==> src/rtl/tod_pkg.sv <==
package tod_pkg;
  localparam int BUS_W  = 32;
  localparam int ADDR_W = 3;

  typedef enum logic [ADDR_W-1:0] {
    RA_CTRL   = 3'd0,
    RA_ADDEND = 3'd1,
    RA_CNT_LO = 3'd2,
    RA_CNT_HI = 3'd3,
    RA_OFF_LO = 3'd4,
    RA_OFF_HI = 3'd5
  } reg_addr_e;

  localparam int CTRL_EN_BIT  = 0;
  localparam int CTRL_PER_LSB = 8;
endpackage

==> src/rtl/tod_phase_acc.sv <==
module tod_phase_acc #(
  parameter int ACC_W = 32
) (
  input  logic             clk,
  input  logic             rst_n,
  input  logic             en,
  input  logic [ACC_W-1:0] addend,
  output logic [ACC_W-1:0] acc_q,
  output logic             tick
);
  logic [ACC_W:0] sum;

  assign sum  = {1'b0, acc_q} + {1'b0, addend};
  assign tick = en & sum[ACC_W];

  always_ff @(posedge clk) begin
    if (!rst_n)  acc_q <= '0;
    else if (en) acc_q <= sum[ACC_W-1:0];
  end
endmodule

==> src/rtl/tod_ns_counter.sv <==
module tod_ns_counter #(
  parameter int TIME_W = 64,
  parameter int PER_W  = 8
) (
  input  logic              clk,
  input  logic              rst_n,
  input  logic              tick,
  input  logic [PER_W-1:0]  period,
  input  logic              load,
  input  logic [TIME_W-1:0] load_val,
  output logic [TIME_W-1:0] cnt_q
);
  logic [TIME_W-1:0] step;

  assign step = {{(TIME_W-PER_W){1'b0}}, period};

  always_ff @(posedge clk) begin
    if (!rst_n)    cnt_q <= '0;
    else if (load) cnt_q <= load_val;
    else if (tick) cnt_q <= cnt_q + step;
  end
endmodule

==> src/rtl/tod_regbank.sv <==
module tod_regbank
  import tod_pkg::*;
#(
  parameter int ACC_W = 32,
  parameter int PER_W = 8
) (
  input  logic                clk,
  input  logic                rst_n,
  input  logic                bus_wr,
  input  logic                bus_rd,
  input  logic [ADDR_W-1:0]   bus_addr,
  input  logic [BUS_W-1:0]    bus_wdata,
  output logic [BUS_W-1:0]    bus_rdata,
  input  logic [2*BUS_W-1:0]  cnt_q,
  output logic                en,
  output logic [PER_W-1:0]    period,
  output logic [ACC_W-1:0]    addend,
  output logic [2*BUS_W-1:0]  off_q,
  output logic                cnt_load,
  output logic [2*BUS_W-1:0]  cnt_load_val
);
  logic [BUS_W-1:0] cnt_stage, off_stage, cnt_hi_snap, ctrl_word, rd_mux;
  reg_addr_e        ra;

  assign ra           = reg_addr_e'(bus_addr);
  assign cnt_load     = bus_wr && (ra == RA_CNT_HI);
  assign cnt_load_val = {bus_wdata, cnt_stage};

  always_comb begin
    ctrl_word = '0;
    ctrl_word[CTRL_EN_BIT] = en;
    ctrl_word[CTRL_PER_LSB +: PER_W] = period;
  end

  always_comb begin
    case (ra)
      RA_CTRL:   rd_mux = ctrl_word;
      RA_ADDEND: rd_mux = BUS_W'(addend);
      RA_CNT_LO: rd_mux = cnt_q[BUS_W-1:0];
      RA_CNT_HI: rd_mux = cnt_hi_snap;
      RA_OFF_LO: rd_mux = off_q[BUS_W-1:0];
      RA_OFF_HI: rd_mux = off_q[2*BUS_W-1:BUS_W];
      default:   rd_mux = '0;
    endcase
  end

  always_ff @(posedge clk) begin
    if (!rst_n) begin
      en        <= 1'b0;
      period    <= '0;
      addend    <= '0;
      cnt_stage <= '0;
      off_stage <= '0;
      off_q     <= '0;
    end else if (bus_wr) begin
      case (ra)
        RA_CTRL: begin
          en     <= bus_wdata[CTRL_EN_BIT];
          period <= bus_wdata[CTRL_PER_LSB +: PER_W];
        end
        RA_ADDEND: addend    <= bus_wdata[ACC_W-1:0];
        RA_CNT_LO: cnt_stage <= bus_wdata;
        RA_OFF_LO: off_stage <= bus_wdata;
        RA_OFF_HI: off_q     <= {bus_wdata, off_stage};
        default:   ;
      endcase
    end
  end

  always_ff @(posedge clk) begin
    if (!rst_n) begin
      bus_rdata   <= '0;
      cnt_hi_snap <= '0;
    end else if (bus_rd) begin
      bus_rdata <= rd_mux;
      if (ra == RA_CNT_LO) cnt_hi_snap <= cnt_q[2*BUS_W-1:BUS_W];
    end
  end
endmodule

==> src/rtl/tod_counter.sv <==
module tod_counter
  import tod_pkg::*;
#(
  parameter int ACC_W = 32,
  parameter int PER_W = 8
) (
  input  logic                clk,
  input  logic                rst_n,
  input  logic                bus_wr,
  input  logic                bus_rd,
  input  logic [ADDR_W-1:0]   bus_addr,
  input  logic [BUS_W-1:0]    bus_wdata,
  output logic [BUS_W-1:0]    bus_rdata,
  output logic [2*BUS_W-1:0]  time_now
);
  localparam int TIME_W = 2 * BUS_W;

  logic              ctl_en, acc_tick, cnt_load;
  logic [PER_W-1:0]  ctl_period;
  logic [ACC_W-1:0]  ctl_addend, acc_q;
  logic [TIME_W-1:0] off_q, cnt_q, cnt_load_val;

  tod_regbank #(.ACC_W(ACC_W), .PER_W(PER_W)) u_regs (
    .clk(clk), .rst_n(rst_n), .bus_wr(bus_wr), .bus_rd(bus_rd),
    .bus_addr(bus_addr), .bus_wdata(bus_wdata), .bus_rdata(bus_rdata),
    .cnt_q(cnt_q), .en(ctl_en), .period(ctl_period), .addend(ctl_addend),
    .off_q(off_q), .cnt_load(cnt_load), .cnt_load_val(cnt_load_val)
  );

  tod_phase_acc #(.ACC_W(ACC_W)) u_acc (
    .clk(clk), .rst_n(rst_n), .en(ctl_en), .addend(ctl_addend),
    .acc_q(acc_q), .tick(acc_tick)
  );

  tod_ns_counter #(.TIME_W(TIME_W), .PER_W(PER_W)) u_cnt (
    .clk(clk), .rst_n(rst_n), .tick(acc_tick), .period(ctl_period),
    .load(cnt_load), .load_val(cnt_load_val), .cnt_q(cnt_q)
  );

  assign time_now = cnt_q + off_q;
endmodule

==> config.mk <==
export PLATFORM = sky130hd
export DESIGN_NAME = tod_counter
export DESIGN_NICKNAME = d
export VERILOG_FILES = /design/src/rtl/tod_pkg.sv /design/src/rtl/tod_phase_acc.sv /design/src/rtl/tod_ns_counter.sv /design/src/rtl/tod_regbank.sv /design/src/rtl/tod_counter.sv
export SDC_FILE = /design/constraint.sdc
export NUM_CORES = 1
export LEC_CHECK = 0
export BUFFER_PORTS_ARGS = -buffer_cell sky130_fd_sc_hd__buf_4
export CAP_MARGIN = 30
export CELL_PAD_IN_SITES_DETAIL_PLACEMENT = 1
export CELL_PAD_IN_SITES_GLOBAL_PLACEMENT = 2
export CORE_UTILIZATION = 36
export DETAILED_ROUTE_END_ITERATION = 8
export PLACE_DENSITY_LB_ADDON = 0.1
export SYNTH_ARGS = -nofsm -noshare
export SYNTH_HDL_FRONTEND = slang
export SYNTH_SLANG_ARGS = --single-unit
==> constraint.sdc <==
create_clock -name clk -period 4.4 [get_ports clk]
set_clock_uncertainty 0.05 [all_clocks]
set_input_delay 0.22 -clock clk [delete_from_list [all_inputs] [get_ports clk]]
set_output_delay 0.22 -clock clk [all_outputs]
set_load 0.05 [all_outputs]
==> impl_metrics.yaml <==
outcome:
  status: "complete, no violations"
synth:
  yosys_warnings: 0
  seq_area_frac_synth: 0.342
  ys_types: 87
  async_flop_share: 0
  synth-edff-count: 0
  synthFlopType: "dfxtp_1"
  netlist_area_sq_um: 19200
  synth-seq-cells: 329
  synth_fp_nets: 2628
  postSynthAreaPerCell_sq_um: 7.75
  syn_inst: 2483
cells_and_area:
  fin_cells: 3284
  diodes: 0
  fin_util: 0.428
  syn_to_final_growth_pct: 17.1
  fillCellCount: 6300
  drive_gt1_frac: 0.118
  final_nets: 2717
grt:
  grt_use_total: 0.308
  grt_pass1_wl_um: 125000
  grt_max_degree: 151
  grt_pass1_vias: 19087
  antenna_found_initial: 1
  gr-total-overflow: 0
timing:
  fmaxAchievable_ghz: 0.236
  finalSetupViolCount: 0
  tns_ns: 0
  timing.hold.ws_ns: 0.0511
  finalCriticalPeriod_ns: 4.23
  rsz0062_at_grt: "false"
  worstMarginPinSlew_ns: 0.991
  drv_slew: 0
  slew_headroom: 0.337
  fin_crit_sh: 0.962
  hold_violations: 0
clock_tree:
  root_buffer: "clkbuf_16"
  postCtsSetupBuffers: 0
  clk_path_buf_depth: 3
  numCtsBuffers: 40
  clk_pin_slew_worst_paths_ns: 0.06
  htreeDepth: 2
  tritoncts: "built"
  clk_latency_ns: 0.57
  clock_sinks: 329
floorplanning:
  coreArea_sq_um: 52700
  rows: 84
  dieArea_sq_um: 54400
  initial_utilization: 0.366
  die_w_um: 233
  die_y_um: 233
  ios: 135
route:
  finalWirelength_um: 84600
  routedWlPerCell_um: 25.7
  drt_iter0_drc: 1423
  vias_per_cell: 5.87
  vias: 19261
  drcViolationCount: 0
  drtPass1Iterations: 8
  ant_nets: 0
placement:
  dp.cells: 3184
  io_buffers: 134
  place_hpwl_um: 62600
  gp_congestion: 0.905
power_and_ir_drop:
  p_leak_nw: 8.96
  irDropWorstVdd_mv: 0.210
  powerDensity_nw_per_um2: 322
  power_w: 0.00725
critical_path:
  cp-end-kind: "output port"
  path_class: "register to output port"
  crit_path_start_kind: "register"
  arrival_ns: 3.96
  path_max_fanout: 6
  cp_data_required_time_ns: 4.13
worst_hold_path:
  holdCritPathClass: "input pin to register"
job:
  cap_viol_max_count: 0
worst max-delay path: stages, from the launching register on:
cell and delay (ns):
dfxtp_1 0.44, ha_1 0.35, a21o_1 0.24, a31o_2 0.27
a21oi_1 0.17, o221ai_1 0.22, a311oi_2 0.37, a21oi_1 0.18
o21ai_1 0.21, a21oi_1 0.18, a2111o_1 0.44, o211ai_1 0.10
buf_4 0.23
worst paths after layout:
path | start | to | slack (ns) | cells past startpoint
setup / recovery | u_cnt.cnt_q[29] | time_now[60] | 0.17 | 12
hold / removal | bus_rd | u_regs.bus_rdata[10] | 0.05 | 3
setup reg to reg | u_regs.addend[21] | u_cnt.cnt_q[47] | 0.60 | 12
hold reg to reg | u_regs.off_stage[1] | u_regs.off_q[1] | 0.40 | 2
layout make-up:
type                            instances  area, sq um  share of cell area
Multi-Input combinational cell       1956        12000               0.531
Sequential cell                       329         6590               0.292
Timing Repair Buffer                  211         1700              0.0756
Clock buffer                           54         1140              0.0508
Tap cell                              688          861              0.0382
Clock inverter                         12          141             0.00627
Inverter                               34          135             0.00599
metal layers:
| metal | global-route usage | vias up | share of wire | wire length [um] |
|---|---|---|---|---|
| met5 | 0 | - | 0.00015 | 13 |
| met3 | 0.0439 | 102 | 0.061 | 5190 |
| li1 | - | 8956 | - | - |
| met2 | 0.479 | 556 | 0.44 | 37200 |
| met4 | 0.0690 | 2 | 0.020 | 1700 |
| met1 | 0.446 | 9645 | 0.48 | 40400 |
where the power goes:
group / internal, W / switching [W]
clock: 0.00199 / 0.00139
combinational: 0.000225 / 0.000540
sequential: 0.00304 / 0.0000746
cells in the final DEF (no fill, tap or decap), drive strengths merged, types with 5 or more instances in the layout:
master         n
o221ai        24
dlygate4sd3   33
o21ai        125
a2111oi        5
mux2           5
o21a          13
and2          14
o21bai        15
dfxtp        329
inv           33
nor2         148
a221oi         8
xnor2         79
buf          178
o211ai        11
nand2        515
a311oi        15
nor4          12
nand3         49
a211o          6
nand4         34
xor2          61
or3           12
nand2b         7
nor2b         17
and4          11
a31oi         24
clkbuf        54
mux2i         61
a21oi        366
clkinv         9
a22oi         41
nor3          26
a21o          59
ha           103
and3          19
a211oi        21
flip-flops by register name, indices dropped and copies added, names as in the netlist:
| signal | count |
|---|---|
| u_cnt.cnt_q | 64 |
| u_regs.off_q | 64 |
| u_acc.acc_q | 32 |
| u_regs.addend | 32 |
| u_regs.bus_rdata | 32 |
| u_regs.off_stage | 32 |
| u_regs.cnt_stage | 32 |
| u_regs.en | 1 |
| u_regs.cnt_hi_snap | 32 |
| u_regs.period | 8 |
through the flow:
stage / worst slack, ns / instance area, sq um
6_report: 0.165 / 22500
5_1_grt: 0.00194 / 22500
4_1_cts: 0.00996 / 22500
3_5_place_dp: 0.537 / 20900
3_3_place_gp: 0.658 / 20800
2_1_floorplan: 0.832 / 19200
kinds of logic (layout without fill, tap and decap cells):
kind of cell	Yosys count	count (layout)	share of synthesized area
xor gates and xnor gates	140	140	0.0637
DFF	329	329	0.342
buffers and inverters	198	311	0.0409
muxes	68	68	0.0370
and+or+nand+nor	881	881	0.203
AOI/OAI and AO/OA	761	761	0.243
adders and majority gates	106	106	0.0701
repair_timing:
item                                    in CTS  in global routing
hold buffers                                32                  1
pin swaps                                    0                  2
resized for setup                            2                 11
hold endpoints to repair                   155                  7
endpoints found under the setup margin       2                 10
cells in the mapped netlist (all sizes together) (3+ instances only):
library cell,n,area share
a211oi,21,0.0087
nor2b,17,0.0055
and2,14,0.0047
and4,11,0.0051
dfxtp,329,0.34
nor2,148,0.029
o211ai,11,0.0051
nand4,34,0.012
a31oi,24,0.0086
ha,103,0.067
a21oi,366,0.096
inv,33,0.0064
o221ai,24,0.011
nand2b,7,0.0023
or2,3,0.00098
a311oi,15,0.0075
a31o,4,0.0018
a21o,59,0.023
a211o,6,0.0027
fa,3,0.0031
buf,21,0.0063
a22oi,41,0.016
nor3,26,0.0070
nor4,12,0.0062
nand3,49,0.013
clkbuf,143,0.028
or3,12,0.0039
xor2,61,0.028
a221oi,8,0.0043
o21bai,15,0.0058
mux2,5,0.0029
a2111oi,5,0.0033
a41o,3,0.0016
mux2i,61,0.032
o21a,13,0.0051
o21ai,125,0.033
and3,19,0.0062
xnor2,79,0.036
a21boi,3,0.0012
nand4b,4,0.0018
nand2,515,0.10
Note: power is estimated with default switching activity, not from simulation.
